===== config.mk =====
export PLATFORM = sky130hd
export DESIGN_NAME = rxq_status_fifo
export DESIGN_NICKNAME = d
export VERILOG_FILES = /design/src/rtl/rxq_pkg.sv /design/src/rtl/rxq_store.sv /design/src/rtl/rxq_head_reg.sv /design/src/rtl/rxq_status_fifo.sv
export SDC_FILE = /design/constraint.sdc
export NUM_CORES = 1
export LEC_CHECK = 0
export BUFFER_PORTS_ARGS = -buffer_cell sky130_fd_sc_hd__buf_2
export CAP_MARGIN = 30
export CORE_MARGIN = 1.5
export CORE_UTILIZATION = 50
export DETAILED_ROUTE_END_ITERATION = 6
export GPL_TIMING_DRIVEN = 0
export PLACE_DENSITY = 0.69
export REMOVE_ABC_BUFFERS = 1
export SETUP_SLACK_MARGIN = 0.3
export SYNTH_ARGS = -nofsm -noshare
export SYNTH_HDL_FRONTEND = slang
export SYNTH_SLANG_ARGS = --single-unit

===== constraint.sdc =====
create_clock -name clk -period 3.7 [get_ports clk]
set_input_delay 0.185 -clock clk [delete_from_list [all_inputs] [get_ports clk]]
set_output_delay 0.185 -clock clk [all_outputs]
set_load 0.005 [all_outputs]

===== src/rtl/rxq_pkg.sv =====
package rxq_pkg;
  localparam int RXQ_DW = 8;
  localparam int RXQ_SW = 2;
  localparam int RXQ_EW = RXQ_DW + RXQ_SW;

  // packed MSB first: parity error is bit 9, framing error bit 8
  typedef struct packed {
    logic              par_err;
    logic              frm_err;
    logic [RXQ_DW-1:0] data;
  } rxq_entry_t;
endpackage


===== src/rtl/rxq_store.sv =====
module rxq_store
  import rxq_pkg::*;
#(
  parameter int DEPTH = 16
) (
  input  logic                       clk,
  input  logic                       rst_n,
  input  logic                       clr_i,
  input  logic                       wr_vld_i,
  input  rxq_entry_t                 wr_ent_i,
  input  logic                       rd_req_i,
  output rxq_entry_t                 head_o,
  output logic                       pop_o,
  output logic [$clog2(DEPTH+1)-1:0] count_o,
  output logic                       full_o,
  output logic                       empty_o,
  output logic                       drop_o
);
  localparam int AW = (DEPTH > 1) ? $clog2(DEPTH) : 1;
  localparam int CW = $clog2(DEPTH+1);
  localparam logic [CW-1:0] CNT_FULL = CW'(DEPTH);
  localparam logic [AW-1:0] PTR_LAST = AW'(DEPTH-1);

  rxq_entry_t    mem_q [DEPTH];
  logic [AW-1:0] wptr_q, wptr_d;
  logic [AW-1:0] rptr_q, rptr_d;
  logic [CW-1:0] cnt_q,  cnt_d;
  logic          drop_q, drop_d;
  logic          wr_ok, rd_ok;
  logic [DEPTH-1:0] slot_we;

  assign full_o  = (cnt_q == CNT_FULL);
  assign empty_o = (cnt_q == '0);
  assign wr_ok   = wr_vld_i & ~full_o & ~clr_i;
  assign rd_ok   = rd_req_i & ~empty_o & ~clr_i;

  // one write enable per slot
  for (genvar g = 0; g < DEPTH; g++) begin : g_slot_we
    assign slot_we[g] = wr_ok & (wptr_q == AW'(g));
  end

  always_comb begin
    wptr_d = wptr_q;
    rptr_d = rptr_q;
    cnt_d  = cnt_q;
    drop_d = 1'b0;
    if (clr_i) begin
      wptr_d = '0;
      rptr_d = '0;
      cnt_d  = '0;
    end else begin
      drop_d = wr_vld_i & full_o;
      if (wr_ok) wptr_d = (wptr_q == PTR_LAST) ? '0 : wptr_q + 1'b1;
      if (rd_ok) rptr_d = (rptr_q == PTR_LAST) ? '0 : rptr_q + 1'b1;
      case ({wr_ok, rd_ok})
        2'b10:   cnt_d = cnt_q + 1'b1;
        2'b01:   cnt_d = cnt_q - 1'b1;
        default: cnt_d = cnt_q;
      endcase
    end
  end

  always_ff @(posedge clk or negedge rst_n) begin
    if (!rst_n) begin
      wptr_q <= '0;
      rptr_q <= '0;
      cnt_q  <= '0;
      drop_q <= 1'b0;
    end else begin
      wptr_q <= wptr_d;
      rptr_q <= rptr_d;
      cnt_q  <= cnt_d;
      drop_q <= drop_d;
    end
  end

  // storage array: no reset, written only through slot enables
  always_ff @(posedge clk) begin
    for (int i = 0; i < DEPTH; i++) begin
      if (slot_we[i]) mem_q[i] <= wr_ent_i;
    end
  end

  assign head_o  = mem_q[rptr_q];
  assign pop_o   = rd_ok;
  assign count_o = cnt_q;
  assign drop_o  = drop_q;

  AST_NO_OVERFLOW: assert property (@(posedge clk) disable iff (!rst_n)
    cnt_q <= CNT_FULL);
  AST_DROP_PULSE: assert property (@(posedge clk) disable iff (!rst_n)
    (wr_vld_i && full_o && !clr_i) |=> (drop_o && cnt_q != '0));
  AST_CLEAR_EMPTIES: assert property (@(posedge clk) disable iff (!rst_n)
    clr_i |=> (empty_o && !drop_o));
  AST_POP_DEC: assert property (@(posedge clk) disable iff (!rst_n)
    (rd_req_i && !empty_o && !wr_vld_i && !clr_i) |=> (cnt_q == $past(cnt_q) - 1'b1));
endmodule


===== src/rtl/rxq_head_reg.sv =====
module rxq_head_reg
  import rxq_pkg::*;
(
  input  logic              clk,
  input  logic              rst_n,
  input  logic              clr_i,
  input  logic              load_i,
  input  rxq_entry_t        ent_i,
  output logic [RXQ_DW-1:0] data_o,
  output logic [RXQ_SW-1:0] stat_o
);
  logic [RXQ_DW-1:0] data_q, data_d;
  logic [RXQ_SW-1:0] stat_q, stat_d;
  logic              en;

  assign en = clr_i | load_i;

  always_comb begin
    data_d = data_q;
    stat_d = stat_q;
    if (clr_i) begin
      data_d = '0;
      stat_d = '0;
    end else if (load_i) begin
      data_d = ent_i.data;
      stat_d = {ent_i.par_err, ent_i.frm_err};
    end
  end

  always_ff @(posedge clk or negedge rst_n) begin
    if (!rst_n) begin
      data_q <= '0;
      stat_q <= '0;
    end else if (en) begin
      data_q <= data_d;
      stat_q <= stat_d;
    end
  end

  assign data_o = data_q;
  assign stat_o = stat_q;

  AST_LOAD_PAIR: assert property (@(posedge clk) disable iff (!rst_n)
    (load_i && !clr_i) |=> (data_o == $past(ent_i.data) &&
                            stat_o == {$past(ent_i.par_err), $past(ent_i.frm_err)}));
endmodule


===== src/rtl/rxq_status_fifo.sv =====
module rxq_status_fifo
  import rxq_pkg::*;
#(
  parameter int DEPTH = 16
) (
  input  logic                       clk,
  input  logic                       rst_n,
  input  logic                       clr_i,
  input  logic                       wr_vld_i,
  input  logic [RXQ_EW-1:0]          wr_word_i,
  output logic                       full_o,
  output logic                       drop_o,
  input  logic                       rd_strb_i,
  output logic [RXQ_DW-1:0]          data_o,
  output logic [RXQ_SW-1:0]          stat_o,
  output logic                       empty_o,
  output logic                       half_o,
  output logic [$clog2(DEPTH+1)-1:0] count_o
);
  localparam int CW = $clog2(DEPTH+1);
  localparam logic [CW-1:0] CNT_HALF = CW'(DEPTH / 2);

  rxq_entry_t head;
  rxq_entry_t wr_ent;
  logic       pop;

  assign wr_ent = rxq_entry_t'(wr_word_i);

  rxq_store #(.DEPTH(DEPTH)) store_i (
    .clk      (clk),
    .rst_n    (rst_n),
    .clr_i    (clr_i),
    .wr_vld_i (wr_vld_i),
    .wr_ent_i (wr_ent),
    .rd_req_i (rd_strb_i),
    .head_o   (head),
    .pop_o    (pop),
    .count_o  (count_o),
    .full_o   (full_o),
    .empty_o  (empty_o),
    .drop_o   (drop_o)
  );

  rxq_head_reg head_i (
    .clk    (clk),
    .rst_n  (rst_n),
    .clr_i  (clr_i),
    .load_i (pop),
    .ent_i  (head),
    .data_o (data_o),
    .stat_o (stat_o)
  );

  assign half_o = (count_o >= CNT_HALF);

  AST_EMPTY_READ_HOLD: assert property (@(posedge clk) disable iff (!rst_n)
    (rd_strb_i && empty_o && !clr_i) |=> ($stable(data_o) && $stable(stat_o)));
  AST_CLEAR_ZEROES: assert property (@(posedge clk) disable iff (!rst_n)
    clr_i |=> (data_o == '0 && stat_o == '0 && count_o == '0));
  AST_SIMUL_HOLD: assert property (@(posedge clk) disable iff (!rst_n)
    (wr_vld_i && rd_strb_i && !empty_o && !full_o && !clr_i) |=> $stable(count_o));
endmodule


==> flow_summary.yaml <==
timing:
  finClkSkew_ns: 0.00767
  grt_setup_unrepaired: "no"
  period_minus_slack_ns: 2.96
  final-setup-viol-count: 0
  timing.final.crit_share: 0.799
  relSlewSlack: 0.416
  slew_viol_final: 0
  finalHoldViolations: 0
  fmax_ghz: 0.338
  tightest_slew_ns: 0.873
yosys:
  synth_area_sq_um: 7440
  synth.area.mux_share: 0.154
  synth-xor-area-share: 0.00471
  synth-edff-count: 160
  ys_types: 42
  ys_ff_latch: 184
  synth-async-reset-ratio: 0.130
  yosysSeqAreaShare: 0.727
  synthSimpleGateAreaFrac: 0.0392
  synth_top_family_by_area: "multiplexers"
  synth_compound_area_frac: 0.0422
  synthFlopType: "edfxtp_1"
  netlist_instances: 396
  yosysWarningCount: 0
  synthAdderAreaFrac: 0.0161
  syn_area_per_cell_sq_um: 18.8
global_route:
  grt_max_degree: 44
  grt_usage: 0.197
  overflow: 0
  grt_pass1_vias: 3879
  grt_pass1_wl_mm: 22.5
  antenna_found_initial: 0
power_and_ir_drop:
  switching_share: 0.258
  p_switching_mw: 1.28
  power_mw: 4.96
  seqPwrFrac: 0.495
  pwr-share-comb: 0.148
  leakagePower_nw: 2.89
  clockPowerShare: 0.357
  power.density_nw_per_um2: 581
  ir_drop_v: 0.000535
  p_int_mw: 3.69
critical_path:
  endpoint_kind: "register"
  worstPathMaxFanout: 6
  worst_path_dominant_cell_family: "simple AND/OR/NAND/NOR gates"
  crit_chain: "or4_4 > o21a_1 > nand2_1 > inv_1 > ha_1 > nand2b_1 > a21oi_1 > mux2_2 > mux2i_1 > a21oi_1"
  reg2reg_slack_ns: 0.74
  reg2reg_depth: 10
  crit_buf_inv: 1
  worstPathRequired_ns: 4.00
  cp-startpoint: "store_i.count_o[1]"
  worst_setup_path_start_kind: "register"
  arrival_ns: 3.26
  cp_slowest_cell: "or4_4"
  worstReg2RegStart: "store_i.count_o[1]"
  crit_type: "register to register"
  slowest_delay_ns: 0.61
  r2r-end: "store_i.count_o[4]"
  crit_path_frequent_cell: "a21oi_1"
finish:
  diodes: 0
  stdcell_count: 642
  nNetsFinal: 469
  final_area_sq_um: 8550
  drive_gt1_frac: 0.288
  regArea_sq_um: 5410
  multi_input_area_sq_um: 1920
  fillers: 1106
  syn2layout_area_growth_pct: 14.9
floorplan:
  core_sq_um: 14500
  dieArea_sq_um: 15600
  initial_core_util: 0.512
  die_y_microns: 125
  io-pin-count: 34
  rows: 44
  dieWidth_microns: 125
cts:
  cts.sinks: 184
  clk_latency_ns: 0.43
  cts_buffers: 17
  cts-root-buf: "clkbuf_16"
  clock_path_buffers: 2
  cts_hold_buf: 1
  htree_levels: 4
  post_cts_resized: 0
  cts_setup_buffers: 0
  cts_tree: "built"
  clk_pin_slew_ns: 0.07
place:
  portBuffers: 33
  gp_congestion: 0.785
  dpl_cell_area_sq_um: 7960
  numPlacedInstances: 609
  dp_hpwl_mm: 9.37
hold_path:
  hold_depth: 3
  holdPathEnd: "store_i.count_o[4]"
  hp-class: "input port to register"
  min_from: "wr_vld_i"
drt:
  vias: 3856
  wl_mm: 14.5
  drc: 0
  initialDrtViolationCount: 279
  wl_per_cell_microns: 22.6
  via_per_inst: 6.01
  drtPass1Iterations: 4
  drtAntennaViolNets: 0
status:
  outcome: "complete, no violations"
run:
  max_cap_violations: 0
[worst min-delay path: cells and delay by family]
kind	cells	cell delay, ns
buffers and inverters	1	0.15
AND/OR/NAND/NOR	1	0.08
AO/OA/AOI/OAI	1	0.06
[per-stage QoR]
step	util	setup WS (ns)	setup TNS, ns	hold WS (ns)
finish	0.588	0.745	0	0.0843
CTS	0.588	0.714	0	0.0623
detailed placement	0.548	0.729	0	0.224
global placement	0.532	-0.0453	-0.0453	0.214
floorplan	-	0.866	0	-0.111
global route	0.588	0.570	0	0.0960
[power by group through the flow]
stage	combinational, mW	sequential [mW]	clock, mW
after global routing	0.805	2.47	1.87
after global placement	0.646	2.53	0
after CTS	0.741	2.46	1.80
final	0.733	2.46	1.77
after detailed placement	0.736	2.50	0
after floorplan	0.421	2.50	0
[cell type report]
type                    count  area share
clock inverters            13      0.0167
multi-input cells         184       0.225
well taps                 184      0.0269
repair buffers             52      0.0449
clock buffers              19      0.0507
inverters                   6     0.00264
flip-flops and latches    184       0.633
[state kept, by name (all words and copies together) (netlist names)]
name             cells
head_i.data_o        8
head_i.stat_o        2
store_i.count_o      5
store_i.drop_o       1
store_i.mem_q      160
store_i.rptr_q       4
store_i.wptr_q       4
[synth_stat cells (all sizes together), types with 7 or more instances]
| library cell | number | share of area |
|---|---|---|
| nand2 | 13 | 0.0066 |
| edfxtp | 160 | 0.65 |
| a21oi | 10 | 0.0067 |
| nand3 | 7 | 0.0054 |
| clkbuf | 7 | 0.0035 |
| mux4 | 40 | 0.12 |
| o22ai | 10 | 0.0084 |
| dfrtp | 24 | 0.081 |
| nor2 | 24 | 0.012 |
| buf | 15 | 0.011 |
| ha | 8 | 0.013 |
| mux2i | 23 | 0.031 |
| a31o | 11 | 0.013 |
[worst max-delay path by stage]
stage                               endpoint  slack, ns  cells past startpoint
after floorplan             head_i.data_o[6]       0.87                      4
after global placement      head_i.data_o[0]      -0.05                      4
after detailed placement  store_i.count_o[4]       0.73                     10
after CTS                 store_i.count_o[4]       0.71                     10
after global routing      store_i.count_o[4]       0.57                     10
final                     store_i.count_o[4]       0.74                     10
[routing by layer]
| metal | wire, microns | up-vias | GRT usage |
|---|---|---|---|
| met5 | 0 | - | 0 |
| met4 | 163 | 0 | 0.0575 |
| met3 | 633 | 17 | 0.0471 |
| met2 | 7130 | 101 | 0.311 |
| met1 | 6580 | 2038 | 0.280 |
| li1 | - | 1700 | - |
[cell families after synthesis]
group	Yosys count
mux	64
compound gates	45
fa+ha+maj	9
flops	184
xor+xnor	4
buf+inv	28
simple gates	62
[layout by cell type (no fill, tap or decap), types with 3 or more instances in the layout]
cell type and n:
a21oi_1 10, nor2_1 24, inv_1 5, clkbuf_16 17, inv_6 5, nand3_1 6, o22ai_1 10, buf_4 5
nand2_1 13, ha_1 8, xor2_1 4, buf_6 11, buf_2 33, a31o_1 10, edfxtp_1 160, mux2i_1 23
nand2b_1 3, dfrtp_1 22, nor3_2 4, o21ai_0 4, mux4_2 40
(Power assumes the default switching activity.)
